===== src/rtl/cfar_line.sv =====
module cfar_line #(
  parameter int CELL_W  = 16,
  parameter int LEN_MAX = 64,
  parameter int WIN_MAX = 16,
  parameter int GRD_MAX = 15,
  parameter int SC_W    = 8,
  parameter int FRAC    = 4,
  localparam int AW    = $clog2(LEN_MAX),
  localparam int LW    = $clog2(LEN_MAX + 1),
  localparam int WW    = $clog2(WIN_MAX + 1),
  localparam int GW    = $clog2(GRD_MAX + 1),
  localparam int SUM_W = CELL_W + WW,
  localparam int SH_W  = $clog2(SUM_W)
) (
  input  logic              clk,
  input  logic              rst_n,
  input  logic              cfg_dir,
  input  logic [1:0]        cfg_mode,
  input  logic [WW-1:0]     cfg_win,
  input  logic [GW-1:0]     cfg_guard,
  input  logic [SH_W-1:0]   cfg_shift,
  input  logic              cfg_cyclic,
  input  logic              cfg_group,
  input  logic [SC_W-1:0]   cfg_scale,
  input  logic [LW-1:0]     cfg_len,
  input  logic              in_valid,
  input  logic              in_first,
  input  logic [CELL_W-1:0] in_cell,
  output logic              busy,
  output logic              det_valid,
  output logic              det_last,
  output logic              det_dir,
  output logic [AW-1:0]     det_idx,
  output logic [CELL_W-1:0] det_cell,
  output logic [SUM_W-1:0]  det_noise
);
  localparam int PW = SUM_W + SC_W;

  typedef enum logic [2:0] {S_IDLE, S_LOAD, S_SCAN, S_DECIDE, S_FLUSH} st_t;
  st_t st;

  logic [CELL_W-1:0] mem [LEN_MAX];
  logic [LW-1:0]     len_q;
  logic [1:0]        mode_q;
  logic [WW-1:0]     win_q;
  logic [GW-1:0]     grd_q;
  logic [SH_W-1:0]   sh_q;
  logic              cyc_q, grp_q, dir_q;
  logic [SC_W-1:0]   sc_q;

  logic [AW-1:0]     wptr, cut, rd_idx, nb_l, nb_r;
  logic [WW:0]       k;
  logic [SUM_W-1:0]  sum_lag, sum_lead;

  logic              pend_v;
  logic [AW-1:0]     pend_idx;
  logic [CELL_W-1:0] pend_cell;
  logic [SUM_W-1:0]  pend_noise;

  assign busy = (st == S_SCAN) || (st == S_DECIDE) || (st == S_FLUSH);

  always_comb begin
    int pos;
    int ln;
    ln = int'(len_q);
    if (int'(k) < int'(win_q)) pos = int'(cut) - int'(grd_q) - 1 - int'(k);
    else                       pos = int'(cut) + int'(grd_q) + 1 + int'(k) - int'(win_q);
    if (pos < 0)        pos = pos + ln;
    else if (pos >= ln) pos = pos - ln;
    rd_idx = AW'(pos);
  end

  logic lag_ok, lead_ok, last_cut;
  assign last_cut = (int'(cut) == int'(len_q) - 1);
  assign lag_ok   = cyc_q || (int'(cut) >= int'(grd_q) + int'(win_q));
  assign lead_ok  = cyc_q || (int'(cut) + int'(grd_q) + int'(win_q) <= int'(len_q) - 1);
  assign nb_l     = (cut == '0) ? AW'(int'(len_q) - 1) : cut - AW'(1);
  assign nb_r     = last_cut ? '0 : cut + AW'(1);

  logic [SUM_W-1:0]  avg_lag, avg_lead, avg_mean, noise;
  logic [CELL_W-1:0] cell_cut;
  logic [PW-1:0]     cell_sc, thr;
  logic              peak, hit;

  assign avg_lag  = sum_lag  >> sh_q;
  assign avg_lead = sum_lead >> sh_q;
  assign avg_mean = SUM_W'(({1'b0, avg_lag} + {1'b0, avg_lead}) >> 1);
  assign cell_cut = mem[cut];

  always_comb begin
    if (lag_ok && lead_ok) begin
      case (mode_q)
        2'd1:    noise = (avg_lag > avg_lead) ? avg_lag : avg_lead;
        2'd2:    noise = (avg_lag < avg_lead) ? avg_lag : avg_lead;
        default: noise = avg_mean;
      endcase
    end else if (lag_ok) noise = avg_lag;
    else                 noise = avg_lead;
  end

  assign cell_sc = {{(PW - CELL_W - FRAC){1'b0}}, cell_cut, {FRAC{1'b0}}};
  assign thr     = PW'(noise) * PW'(sc_q);
  assign peak    = ((!cyc_q && cut == '0) || cell_cut >= mem[nb_l]) &&
                   ((!cyc_q && last_cut)  || cell_cut >= mem[nb_r]);
  assign hit     = (lag_ok || lead_ok) && (cell_sc > thr) && (!grp_q || peak);

  always_ff @(posedge clk) begin
    if (in_valid && !busy) begin
      if (in_first)            mem[0]    <= in_cell;
      else if (st == S_LOAD)   mem[wptr] <= in_cell;
    end
  end

  always_ff @(posedge clk or negedge rst_n) begin
    if (!rst_n) begin
      st <= S_IDLE;
      len_q <= '0; mode_q <= '0; win_q <= '0; grd_q <= '0; sh_q <= '0;
      cyc_q <= 1'b0; grp_q <= 1'b0; dir_q <= 1'b0; sc_q <= '0;
      wptr <= '0; cut <= '0; k <= '0; sum_lag <= '0; sum_lead <= '0;
      pend_v <= 1'b0; pend_idx <= '0; pend_cell <= '0; pend_noise <= '0;
      det_valid <= 1'b0; det_last <= 1'b0; det_dir <= 1'b0;
      det_idx <= '0; det_cell <= '0; det_noise <= '0;
    end else begin
      det_valid <= 1'b0;
      det_last  <= 1'b0;
      case (st)
        S_IDLE, S_LOAD: begin
          if (in_valid && in_first) begin
            len_q <= cfg_len; mode_q <= cfg_mode; win_q <= cfg_win;
            grd_q <= cfg_guard; sh_q <= cfg_shift; cyc_q <= cfg_cyclic;
            grp_q <= cfg_group; dir_q <= cfg_dir; sc_q <= cfg_scale;
            wptr  <= AW'(1);
            cut <= '0; k <= '0; sum_lag <= '0; sum_lead <= '0; pend_v <= 1'b0;
            st <= (int'(cfg_len) <= 1) ? S_SCAN : S_LOAD;
          end else if (in_valid && st == S_LOAD) begin
            wptr <= wptr + AW'(1);
            if (int'(wptr) + 1 >= int'(len_q)) st <= S_SCAN;
          end
        end
        S_SCAN: begin
          if (int'(k) < int'(win_q)) sum_lag  <= sum_lag  + SUM_W'(mem[rd_idx]);
          else                       sum_lead <= sum_lead + SUM_W'(mem[rd_idx]);
          k <= k + 1'b1;
          if (int'(k) >= 2 * int'(win_q) - 1) st <= S_DECIDE;
        end
        S_DECIDE: begin
          if (hit) begin
            if (pend_v) begin
              det_valid <= 1'b1; det_dir <= dir_q;
              det_idx <= pend_idx; det_cell <= pend_cell; det_noise <= pend_noise;
            end
            pend_v <= 1'b1; pend_idx <= cut; pend_cell <= cell_cut; pend_noise <= noise;
          end
          k <= '0; sum_lag <= '0; sum_lead <= '0;
          if (last_cut) st <= S_FLUSH;
          else begin
            cut <= cut + AW'(1);
            st  <= S_SCAN;
          end
        end
        S_FLUSH: begin
          if (pend_v) begin
            det_valid <= 1'b1; det_last <= 1'b1; det_dir <= dir_q;
            det_idx <= pend_idx; det_cell <= pend_cell; det_noise <= pend_noise;
          end
          pend_v <= 1'b0;
          st <= S_IDLE;
        end
        default: st <= S_IDLE;
      endcase
    end
  end
endmodule


===== config.mk =====
export PLATFORM = sky130hd
export DESIGN_NAME = cfar_line
export DESIGN_NICKNAME = d
export VERILOG_FILES = /design/src/rtl/cfar_line.sv
export SDC_FILE = /design/constraint.sdc
export NUM_CORES = 2
export LEC_CHECK = 0
export BUFFER_PORTS_ARGS = -buffer_cell sky130_fd_sc_hd__clkbuf_2
export CAP_MARGIN = 10
export CORE_MARGIN = 3
export CORE_UTILIZATION = 35
export DETAILED_ROUTE_END_ITERATION = 12
export PLACE_DENSITY_LB_ADDON = 0.05
export SYNTH_ARGS = -nofsm -noshare
export SYNTH_HDL_FRONTEND = slang
export SYNTH_SLANG_ARGS = --single-unit
export TNS_END_PERCENT = 5

===== constraint.sdc =====
create_clock -name clk -period 14.51 [get_ports clk]
set_input_delay 1.451 -clock clk [delete_from_list [all_inputs] [get_ports clk]]
set_output_delay 1.451 -clock clk [all_outputs]
set_load 0.05 [all_outputs]

* After elaboration in Yosys (flattened, before gate mapping)
Memories as Yosys holds them, arrays and structs flattened. Cells that the tools add are included.
Storage, ports and cells: output and inout port bits 47, latch bits 0, memory bits (writable) 1024, bits of input ports 54, bits in registers 187, memories kept 1, word-level logic and storage cells 174, bits in read-only memories 0
Memories:
- mem | depth 64, bits a word 16, read ports 4, clocked after Yosys merged registers in 0, wr ports 1, RTL line 42 | logic [CELL_W-1:0] mem [LEN_MAX];
Operators by class: bitwise operators 0, divide/modulo/power cells 0, equality and inequality tests 15, shift operators 2, multipliers 1, muxes and demuxes 57, add/sub/neg operators 21, reduce and logical (&&, ||, !) cells 39, magnitude comparators 13
Operators by type and width (number):
- 21-bit two-way mux | 9
- 21-bit case mux with 3 select lines | 2
- 21-bit case mux with 2 select lines | 2
- 6-bit two-way mux | 11
- 16-bit two-way mux | 3
- 21-bit by 16-bit adder with 21-bit output | 2
- 21-bit by 5-bit >> shifter with 21-bit output | 2
- 32-bit by 2-bit adder with 32-bit output (second input constant) | 1
- 32-bit by 7-bit adder with 32-bit output | 1
- 7-bit by 32-bit == test with 1-bit output | 1
- 16-bit >= comparator | 2
- 32-bit by 8-bit >= comparator with 1-bit output | 1
- 9-bit by 32-bit less-or-equal comparator with 1-bit output | 1
- 32-bit by 1-bit less-than comparator with 1-bit output (second input constant) | 1
- 32-bit two-way mux | 1
- 16-bit case mux with 2 select lines | 1
- 32-bit by 6-bit subtractor with 32-bit output | 1
- 20-bit by 29-bit > comparator with 1-bit output | 1
- 21-bit by 8-bit multiplier with 29-bit output | 1
- 6-bit case mux with 2 select lines | 2
- 21-bit by 21-bit adder with 22-bit output | 1
- 21-bit > comparator | 1
- 21-bit less-than comparator | 1
- 6-bit by 1-bit adder with 6-bit output (second input constant) | 3
- other kinds (42) | 96

* Longest topological paths before layout
word-level depth 12, mapped depth 57

* Worst setup path after synthesis
OpenSTA, ideal clock, no wires.
path kind reg-to-reg, start register cut[0], end register det_cell[0], library setup time 0.125 ns, slack 2.024 ns, stages on the path, launching flop included 52, arrival 12.361 ns, period minus slack after synthesis 12.486 ns, cells stage by stage dfrtp_1 -> clkbuf_1 -> clkbuf_1 -> clkbuf_1 -> buf_1 -> clkbuf_1 -> clkbuf_1 -> inv_1 -> ha_1 -> inv_1 -> ha_1 -> fa_1 -> a21o_1 -> a21o_1 -> a21oi_1 -> nor2_1 -> xnor2_1 -> ha_1 -> [... 16 more ...] -> ha_1 -> a21oi_1 -> o21ai_1 -> o311a_1 -> a21o_1 -> o31a_1 -> xnor2_1 -> ha_1 -> nand3_1 -> a21o_1 -> a211o_1 -> or3_1 -> nor4_2 -> o2111ai_1 -> a2111oi_4 -> o21ai_2 -> buf_6 -> mux2_4
Between the ends: word-level cells in the longest chain between the ends 12, elaborated cells between the ends (all ways) 31, those cells by class add/sub (4); mul (1); order compare (5); eq/ne (2); mux (4); reduce/logical (14); memory (1)
Ends and longest elaborated chain:
- start, declared | RTL line 51 | logic [AW-1:0] wptr, cut, rd_idx, nb_l, nb_r;
- start signal, assigned | RTL line 157 | cut <= cut + AW'(1);
- 6-bit by 4-bit adder with 7-bit output | RTL line 76 | assign lead_ok = cyc_q || (int'(cut) + int'(grd_q) + int'(win_q) <= int'(len_q) - 1);
- 7-bit by 5-bit adder with 8-bit output | RTL line 76
- 9-bit by 32-bit less-or-equal comparator with 1-bit output | RTL line 76
- 1-bit logical OR | RTL line 76
- 1-bit logical AND | RTL line 91 | if (lag_ok && lead_ok) begin
- 21-bit two-way mux | RTL line 91
- 21-bit by 8-bit multiplier with 29-bit output | RTL line 102 | assign thr = PW'(noise) * PW'(sc_q);
- 20-bit by 29-bit > comparator with 1-bit output | RTL line 105 | assign hit = (lag_ok || lead_ok) && (cell_sc > thr) && (!grp_q || peak);
- 1-bit logical AND | RTL line 105
- 1-bit logical AND (*) | RTL line 105
- 2-bit != test (no source line) (*)
- 2-bit AND reduction (no source line) (*)
- end signal, assigned | RTL line 150 | det_idx <= pend_idx; det_cell <= pend_cell; det_noise <= pend_noise;
- end signal, assigned | RTL line 164 | det_idx <= pend_idx; det_cell <= pend_cell; det_noise <= pend_noise;
- end, declared | RTL line 34 | output logic [CELL_W-1:0] det_cell,
Every way passes the cells marked *; elsewhere a longest branch is shown, timed or not. A chain may end at the register's enable or synchronous reset.

* Worst setup path after layout
start register sh_q[2], end register det_cell[1]
Between the ends: word-level cells in the longest chain between the ends 11, elaborated cells between the ends (all ways) 16, those cells by class add/sub (1); mul (1); order compare (3); eq/ne (1); shift (2); mux (5); reduce/logical (3)
Ends and longest elaborated chain:
- start, declared | RTL line 47 | logic [SH_W-1:0] sh_q;
- start signal, assigned | RTL line 130 | grd_q <= cfg_guard; sh_q <= cfg_shift; cyc_q <= cfg_cyclic;
- 21-bit by 5-bit >> shifter with 21-bit output (on tied branches) | RTL line 85, 86
- 21-bit less-than comparator / 21-bit > comparator (equally long branches) | RTL line 94, 93
- 21-bit two-way mux (on tied branches) | RTL line 94, 93
- 21-bit case mux with 2 select lines | RTL line 92 | case (mode_q)
- 21-bit two-way mux (*) | RTL line 91
- 21-bit by 8-bit multiplier with 29-bit output (*) | RTL line 102
- 20-bit by 29-bit > comparator with 1-bit output (*) | RTL line 105
- 1-bit logical AND (*) (2 in series) | RTL line 105
- 2-bit != test (no source line) (*)
- 2-bit AND reduction (no source line) (*)
Marks and branches as above.

==> metrics <==
status complete, no violations; number of I/O port buffers 100; max_cap viols 0; final setup fails 0; initial DRC count 9748; post_cts resized 0; Worst Path Buf+Inv 8; # IOs 101; Tcrit/Tclk final 0.938; row count 184; total global routing overflow 0; Async S/R FF share, synth 0.154; Post-synth EDFFs 1024; Routed wire per std cell 36.7 um; synthesized net count 8517; prevailing post-synth register cell edfxtp_1; clock skew 66.8 ps; cell family with most CP delay compound AO/OA/AOI/OAI gates; fin area 99100 um2; placed inst area 93600 um2; clk sink count 1211; Clock Tree Root clkbuf_16; Detail Placement HPWL 275 mm; Die Height 509 um; Max Fclk 73.5 MHz; Slew HR 0.145; first-pass GRT wire length 580 mm; Seq/Total Area, Yosys 0.399; final antenna-violating net count 0; Clk pin slew, worst setup/hold paths 60 ps; vias in the first global route 70.9k; vias per cell 6.45; largest net degree at the start of global routing 117; die area 259000 um2; CP Max Fanout 31; gpl congestion 0.930; Tot GR Track Use 0.318; antenna violations before repair 32; Setup TNS 0 ps; synthesized area per cell 11.0 um2; largest cells by area after synthesis edfxtp_1, mux4_2, nand2_1, dfrtp_1, mux2i_1; worst endpoint required time 15210 ps; post-CTS setup repair buffer count 0; Die W 509 um; WL final 421 mm; Max Slew Vio Count 0; commonest non-fill, non-tap cell in the layout nand2_1; Non-Filler Instances 11.5k; Worst setup SP type register; Synth Register Bits 1211; layout cells sized above 1 0.193; Crit path arrival time 14310 ps; most frequent cells in the layout nand2_1, edfxtp_1, mux4_2; min Tclk post-route 13610 ps; CP max-delay cell dfrtp_1; CTS max path bufs 3; H-tree levels 4; area grow syn2layout 11.7%; mapped cell area 88700 um2; Post-CTS Hold Buffers 0; starting density of the core 0.352; synth warn 0; DRC 0; CTS tree yes; worst skew pair latency 850 ps; Synth cell types 97; kind of critical path register to register; Yosys top cell area share 0.347; Core Area 252000 um2; Mapped Cells 8078; unrepaired setup endpoints after global routing no; Least-Margin Pin Slew 1280 ps; endpoint type of the worst setup path register; Initial DRT Pass Iterations 6; area leader, netlist edfxtp_1; CTS buffer count 158; nets 8403; hold crit path type register to register; final count of hold timing violations 0; vias 73.9k; CP max stage delay 960 ps; Placed Instances 11.2k
worst reg2reg max path: cells and delay by family, from the launching register on:
family                     cells  cell delay (ps)
AOI/OAI and AO/OA             15             4420
DFF                            1              960
muxes                          3              730
adders and majority gates      7             3100
buffers and inverters          8             1730
xor gates and xnor gates       1              140
and+or+nand+nor               10             2370
routing by layer:
metal | track usage | vias to the layer above | share of wire
li1 | - | 30754 | -
met1 | 0.418 | 37780 | 0.39
met2 | 0.480 | 4466 | 0.44
met3 | 0.0707 | 926 | 0.098
met4 | 0.190 | 8 | 0.070
met5 | 0 | - | 0.00013
flip-flops by register name, indices dropped and copies added, names as in the netlist, 4 cells and up:
register,count
cut,6
det_cell,16
det_idx,6
det_noise,21
grd_q,4
k,6
len_q,7
mem,1024
pend_cell,16
pend_idx,6
pend_noise,21
sc_q,8
sh_q,5
sum_lag,21
sum_lead,21
win_q,5
wptr,6
cell usage after synthesis, types with 74 or more instances:
cell type / instances
mux4_2: 648
a311oi_1: 198
buf_1: 105
edfxtp_1: 1024
dfrtp_1: 187
a211oi_1: 147
a31oi_1: 92
mux2i_1: 358
a21o_1: 74
nor2_1: 287
a221oi_1: 169
a21oi_1: 312
fa_1: 129
nand3_1: 482
nand2_1: 1567
mux2_2: 99
ha_1: 256
inv_1: 290
clkbuf_1: 465
o21ai_0: 218
and2_1: 115
final timing paths:
kind	start	slack (ps)	cells past startpoint	end
setup / recovery	sh_q[2]$_DFFE_PN0P_	900	44	det_cell[1]$_DFFE_PN0P_
hold / removal	dir_q$_DFFE_PN0P_	480	2	dir_q$_DFFE_PN0P_
setup reg to reg	sh_q[2]$_DFFE_PN0P_	900	44	det_cell[1]$_DFFE_PN0P_
hold reg to reg	dir_q$_DFFE_PN0P_	480	2	dir_q$_DFFE_PN0P_
max in group asynchronous	rst_n	12520	2	det_cell[9]$_DFFE_PN0P_
min in group asynchronous	rst_n	580	1	k[3]$_DFFE_PN0P_
kinds of logic after synthesis:
group	share of synthesized area
simple gates	0.135
mux	0.224
buf+inv	0.0413
xor+xnor	0.0113
flops	0.399
compound gates	0.123
fa+ha+maj	0.0652
per-stage QoR:
stage	utilization	hold slack, ps	worst slack [ps]
6_report	0.394	477	899
5_1_grt	0.394	509	31.8
4_1_cts	0.394	482	858
3_5_place_dp	0.372	469	893
3_3_place_gp	0.372	462	1020
2_1_floorplan	-	442	2020
layout make-up:
class / count / area, um2
tap: 3348 / 4190
antenna: 24 / 60.1
fill: 24065 / 153000
multi-input combinational: 5927 / 50100
inverter: 292 / 1100
clock inverter: 103 / 1310
sequential: 1211 / 35400
clock buffer: 188 / 4100
timing repair buffer: 374 / 2840
Power is not shown: default switching activity piles up to over one toggle a cycle in this logic, so the estimate is an artifact.
